## config.mk

```make
export PLATFORM = sky130hd
export DESIGN_NAME = dbin_dev
export DESIGN_NICKNAME = d
export VERILOG_FILES = /design/src/rtl/dbin_pkg.sv /design/src/rtl/dbin_sync.sv /design/src/rtl/dbin_debounce.sv /design/src/rtl/dbin_status.sv /design/src/rtl/dbin_dev.sv
export SDC_FILE = /design/constraint.sdc
export NUM_CORES = 1
export LEC_CHECK = 0
export ABC_CLOCK_PERIOD_IN_PS = 1900
export CORE_ASPECT_RATIO = 2
export CORE_UTILIZATION = 57
export DETAILED_ROUTE_END_ITERATION = 6
export DONT_BUFFER_PORTS = 1
export PLACE_DENSITY = 0.75
export SLEW_MARGIN = 40
export SYNTH_ARGS = -nofsm -noshare
export SYNTH_HDL_FRONTEND = slang
export SYNTH_HIERARCHICAL = 1
export SYNTH_SLANG_ARGS = --single-unit
```

## constraint.sdc

```tcl
create_clock -name clk -period 1.9 [get_ports clk]
set_input_delay 0.095 -clock clk [delete_from_list [all_inputs] [get_ports clk]]
set_output_delay 0.095 -clock clk [all_outputs]
set_load 0.005 [all_outputs]
```

## src/rtl/dbin_pkg.sv

```systemverilog
package dbin_pkg;
  // Control/status bit positions; software decodes these.
  localparam int RDY_BIT = 0;
  localparam int OVR_BIT = 2;
  localparam int IE_BIT  = 8;

  typedef struct packed {
    logic ie;
    logic ovr;
    logic rdy;
  } dbin_stat_t;
endpackage

```

## src/rtl/dbin_sync.sv

```systemverilog
module dbin_sync #(
  parameter int W      = 10,
  parameter int STAGES = 2
) (
  input  logic         clk,
  input  logic         rst,
  input  logic [W-1:0] d_in,
  output logic [W-1:0] q_out
);
  logic [W-1:0] st_q [STAGES];

  always_ff @(posedge clk) begin
    if (rst) st_q[0] <= '0;
    else     st_q[0] <= d_in;
  end

  for (genvar i = 1; i < STAGES; i++) begin : g_stage
    always_ff @(posedge clk) begin
      if (rst) st_q[i] <= '0;
      else     st_q[i] <= st_q[i-1];
    end
  end

  assign q_out = st_q[STAGES-1];
endmodule

```

## src/rtl/dbin_debounce.sv

```systemverilog
module dbin_debounce #(
  parameter int          W         = 10,
  parameter int unsigned CLK_HZ    = 125_000_000,
  parameter int unsigned STABLE_MS = 10
) (
  input  logic         clk,
  input  logic         rst,
  input  logic [W-1:0] sync_in,
  output logic [W-1:0] stable_q,
  output logic         chg_p
);
  localparam int unsigned LIMIT = (CLK_HZ / 1000) * STABLE_MS;
  localparam int          CNT_W = $clog2(LIMIT + 1);
  localparam logic [CNT_W-1:0] LAST = CNT_W'(LIMIT - 1);

  logic [W-1:0]     cand_q;
  logic [CNT_W-1:0] cnt_q;

  always_ff @(posedge clk) begin
    if (rst) begin
      cand_q   <= '0;
      cnt_q    <= '0;
      stable_q <= '0;
      chg_p    <= 1'b0;
    end else begin
      chg_p <= 1'b0;
      if (sync_in != cand_q) begin
        cand_q <= sync_in;
        cnt_q  <= '0;
      end else if (cand_q != stable_q) begin
        if (cnt_q == LAST) begin
          stable_q <= cand_q;
          chg_p    <= 1'b1;
          cnt_q    <= '0;
        end else begin
          cnt_q <= cnt_q + 1'b1;
        end
      end else begin
        cnt_q <= '0;
      end
    end
  end


  stab_win_chk: assert property (@(posedge clk) disable iff (rst)
    (stable_q != $past(stable_q)) |->
      ((stable_q == $past(cand_q)) && ($past(cnt_q) == LAST)));


  cand_restart_chk: assert property (@(posedge clk) disable iff (rst)
    (cand_q != $past(cand_q)) |-> (cnt_q == '0));
endmodule

```

## src/rtl/dbin_status.sv

```systemverilog
module dbin_status
  import dbin_pkg::*;
(
  input  logic       clk,
  input  logic       rst,
  input  logic       chg_p,
  input  logic       rd_data,
  input  logic       wr_ctrl,
  input  logic       wr_ovr,
  input  logic       wr_ie,
  output dbin_stat_t stat
);
  always_ff @(posedge clk) begin
    if (rst) begin
      stat <= '0;
    end else begin
      if (chg_p)        stat.rdy <= 1'b1;
      else if (rd_data) stat.rdy <= 1'b0;

      if (chg_p && stat.rdy)     stat.ovr <= 1'b1;
      else if (wr_ctrl && !wr_ovr) stat.ovr <= 1'b0;

      if (wr_ctrl) stat.ie <= wr_ie;
    end
  end


  rdy_set_chk: assert property (@(posedge clk) disable iff (rst)
    chg_p |=> stat.rdy);


  rdy_clr_chk: assert property (@(posedge clk) disable iff (rst)
    (rd_data && !chg_p) |=> !stat.rdy);


  ovr_keep_chk: assert property (@(posedge clk) disable iff (rst)
    (stat.ovr && !(wr_ctrl && !wr_ovr)) |=> stat.ovr);


  ovr_cause_chk: assert property (@(posedge clk) disable iff (rst)
    $rose(stat.ovr) |-> $past(chg_p && stat.rdy));
endmodule

```

## src/rtl/dbin_dev.sv

```systemverilog
module dbin_dev
  import dbin_pkg::*;
#(
  parameter int              DATA_W    = 10,
  parameter int              BUS_W     = 32,
  parameter logic [BUS_W-1:0] DATA_ADDR = 32'hF000_0014,
  parameter logic [BUS_W-1:0] CTRL_ADDR = 32'hF000_0114,
  parameter int unsigned     CLK_HZ    = 125_000_000,
  parameter int unsigned     STABLE_MS = 10,
  parameter int              SYNC_N    = 2
) (
  input  logic              clk,
  input  logic              rst,
  input  logic [DATA_W-1:0] raw_in,
  input  logic [BUS_W-1:0]  bus_addr,
  input  logic              bus_we,
  input  logic              bus_rd,
  input  logic [BUS_W-1:0]  bus_wdata,
  output logic [BUS_W-1:0]  bus_rdata,
  output logic              irq
);
  logic [DATA_W-1:0] sync_v;
  logic [DATA_W-1:0] stab_v;
  logic              chg_p;
  dbin_stat_t        stat;

  logic hit_data, hit_ctrl, rd_data, rd_ctrl, wr_ctrl;

  assign hit_data = (bus_addr == DATA_ADDR);
  assign hit_ctrl = (bus_addr == CTRL_ADDR);
  assign rd_data  = hit_data && bus_rd && !bus_we;
  assign rd_ctrl  = hit_ctrl && bus_rd && !bus_we;
  assign wr_ctrl  = hit_ctrl && bus_we;

  dbin_sync #(.W(DATA_W), .STAGES(SYNC_N)) sync_i (
    .clk(clk), .rst(rst), .d_in(raw_in), .q_out(sync_v)
  );

  dbin_debounce #(.W(DATA_W), .CLK_HZ(CLK_HZ), .STABLE_MS(STABLE_MS)) deb_i (
    .clk(clk), .rst(rst), .sync_in(sync_v), .stable_q(stab_v), .chg_p(chg_p)
  );

  dbin_status stat_i (
    .clk(clk), .rst(rst), .chg_p(chg_p), .rd_data(rd_data),
    .wr_ctrl(wr_ctrl), .wr_ovr(bus_wdata[OVR_BIT]), .wr_ie(bus_wdata[IE_BIT]),
    .stat(stat)
  );

  always_comb begin
    bus_rdata = '0;
    if (rd_data) begin
      bus_rdata[DATA_W-1:0] = stab_v;
    end else if (rd_ctrl) begin
      bus_rdata[RDY_BIT] = stat.rdy;
      bus_rdata[OVR_BIT] = stat.ovr;
      bus_rdata[IE_BIT]  = stat.ie;
    end
  end

  assign irq = stat.rdy & stat.ie;


  idle_zero_chk: assert property (@(posedge clk) disable iff (rst)
    (!bus_rd || bus_we) |-> (bus_rdata == '0));


  rst_quiet_chk: assert property (@(posedge clk)
    $past(rst) |-> (!irq && stab_v == '0));
endmodule

```

==> run summary <==
initial antenna violation count: 0
share of layout cells above drive strength 1: 24.2%
Tot GR Track Use: 21.4%
vias post-DR: 2298
Hold Crit Class: input pin to flop
vias in the first global route: 2180
fin crit share: 99.8%
Ports: 111
setup TNS: 0 ns
die area: 5860 sq um
Placement Cell Area: 3190 sq um
final slew viol count: 0
run status: finished clean
CP Launch Point: deb_i/cnt_q[11]
final worst slack: 0.00328 ns
drt total wl: 5.76 mm
Synth cell types: 38
number of flops mapped to enable cells by yosys: 0
total grt overflow: 0
diode count: 0
DRC marker count from the first detailed-route iteration: 51
Syn Area/Cell: 9.57 sq um
Cells after Synth: 330
maximum number of pins on one net before global-route repair: 46
FMAX: 527 MHz
Worst Hold Depth: 2
worst path required time: 2.11 ns
pwr dens: 805 nW/um^2
final hold vios: 0
worst-skew pair later-pin latency: 0.34 ns
# rows: 38
arrival time worst endpoint: 2.11 ns
die height: 107 um
Clock Tree Buf Depth: 2
worst r2r dst: deb_i/stable_q[8]
Final Setup Violations: 0
Area contributors post-synth: dfxtp_1 41%, xnor2_1 8.3%, buf_4 5.2%
worst r2r src: deb_i/cnt_q[11]
Num CTS Buffers: 9
drt drc: 0
DR WL/cell: 13.6 um
Die W: 54.6 um
H-Tree Depth: 3
fill count: 419
Setup crit start kind: flop
worst vdd ir: 695 uV
CTS tree: built
cell taking the most area after synthesis: dfxtp_1
fraction of registers with async set/reset: 0%
Multi-input gate area: 1670 sq um
Leak: 0.00127 uW
initial core utilization: 58.8%
ANT nets after route: 0
Detailed Place HPWL: 4.02 mm
YS warnings: 6
global-route wire length before repair: 9.02 mm
met2 Usage GRT: 37.7%
post-synthesis cell area: 3160 sq um
Vias per Instance: 5.42
Seq/Total Area, Yosys: 41.2%
Setup crit end: deb_i/stable_q[8]
Root Buffer: clkbuf_8
Synth top cells by count: 65 x dfxtp_1, 30 x xnor2_1, 29 x nor2_1, 22 x buf_4, 17 x nand3_1
critical path class: flop to flop
Most Used Layer, Global Route: met2
CP Capture Type: flop
post-route minimum period: 1.90 ns
Syn-to-layout area delta: 14.7%
register bit total from synthesis: 65
met3 usage: 5.25%
number of I/O port buffers: 0
post-synth top area share: 41.2%
core outline area: 5370 sq um
first-pass iteration count of the detailed router: 4
clock sinks: 65
Max-Cap Viols: 0
Final GP Congestion: 0.755
worst-path fanout max: 5
clk_skew: 0.0124 ns
Final Cell Area: 3620 sq um
worst slack at placement: 0.0331 ns
top-count cell post-synth: dfxtp_1
Seq. cell area: 1310 sq um
Reg2Reg Depth: 6
# nets final: 438
RSZ-0062 raised after global routing: true
met1 usage: 20.7%
ys flop type: dfxtp_1
r2r setup slk: 0.003 ns
Reg clk slew, reported paths: 0.07 ns
-- worst min path at each step --
| stage | end | start | slack (ns) |
|---|---|---|---|
| floorplan | stat_i/stat[0] | rst | 0.16 |
| global placement | sync_i/st_q[0][2] | rst | 0.17 |
| detailed placement | sync_i/st_q[0][2] | rst | 0.17 |
| CTS | sync_i/st_q[1][5] | rst | 0.06 |
| global route | sync_i/st_q[1][5] | rst | 0.08 |
| finish | sync_i/st_q[1][2] | rst | 0.08 |
-- routing by layer --
metal	vias to the layer above	wire length (um)
li1	1140	-
met3	14	261
met4	0	161
met2	89	3180
met5	-	0
met1	1055	2160
-- layout make-up --
class | instances | share of cell area, %
repair buffers | 33 | 8.68
multi-input cells | 244 | 46.1
clock inverters | 6 | 2.49
flip-flops and latches | 65 | 36.2
inverters | 6 | 0.622
well taps | 60 | 2.07
clock buffers | 10 | 3.80
-- critical path: stages (launching register included) --
cell and delay, ns:
dfxtp_2 0.34, nor4b_2 0.26, buf_4 0.16, nand4_1 0.16
or4_4 0.64, o21ai_2 0.13, a21oi_1 0.08
-- cell families after synthesis --
family,share of synthesized area (%)
DFF,41.2
adders and majority gates,0.396
muxes,1.27
AOI/OAI and AO/OA,4.99
other,0.119
xor gates and xnor gates,10.8
and+or+nand+nor,31.9
buffers and inverters,9.31
-- state kept, by name, indices dropped and copies added (netlist names) --
name	flops
stat_i/stat	3
sync_i/st_q	20
deb_i/cand_q	10
deb_i/chg_p	1
deb_i/cnt_q	21
deb_i/stable_q	10
-- placed cells by master (no fill, tap or decap), drive strengths merged, types with 3 or more instances in the layout --
master,count
dfxtp,65
nor2b,32
xnor2,30
nor2,29
conb,22
buf,21
nand3,17
nor3,15
nor4,14
dlygate4sd3,12
nand2,11
nand4,11
a21oi,11
clkbuf,10
o21ai,10
xor2,9
nand3b,7
inv,7
and3,6
nor4b,5
mux2i,4
nand2b,3
-- timing repair --
item,CTS,global route
hold buffers,13,0
hold endpoints to repair,44,0
setup buffers,0,2
endpoints found under the setup margin,0,10
resized for setup,0,12
-- per-stage QoR --
step                      util, %  std cells  total power, uW  hold WS, ns
after CTS                    66.3        421             2940       0.0622
after global placement       59.3        392             1580        0.172
after detailed placement     59.3        392             1580        0.172
after floorplan                 -        351             1610        0.164
final                        67.4        424             2910       0.0835
after global routing         67.4        424             3030       0.0770
-- power by group --
part,switching (uW),internal [uW]
clock network,532,779
registers,14.9,1390
logic,106,95.0
Note: power is estimated with default switching activity, not from simulation.
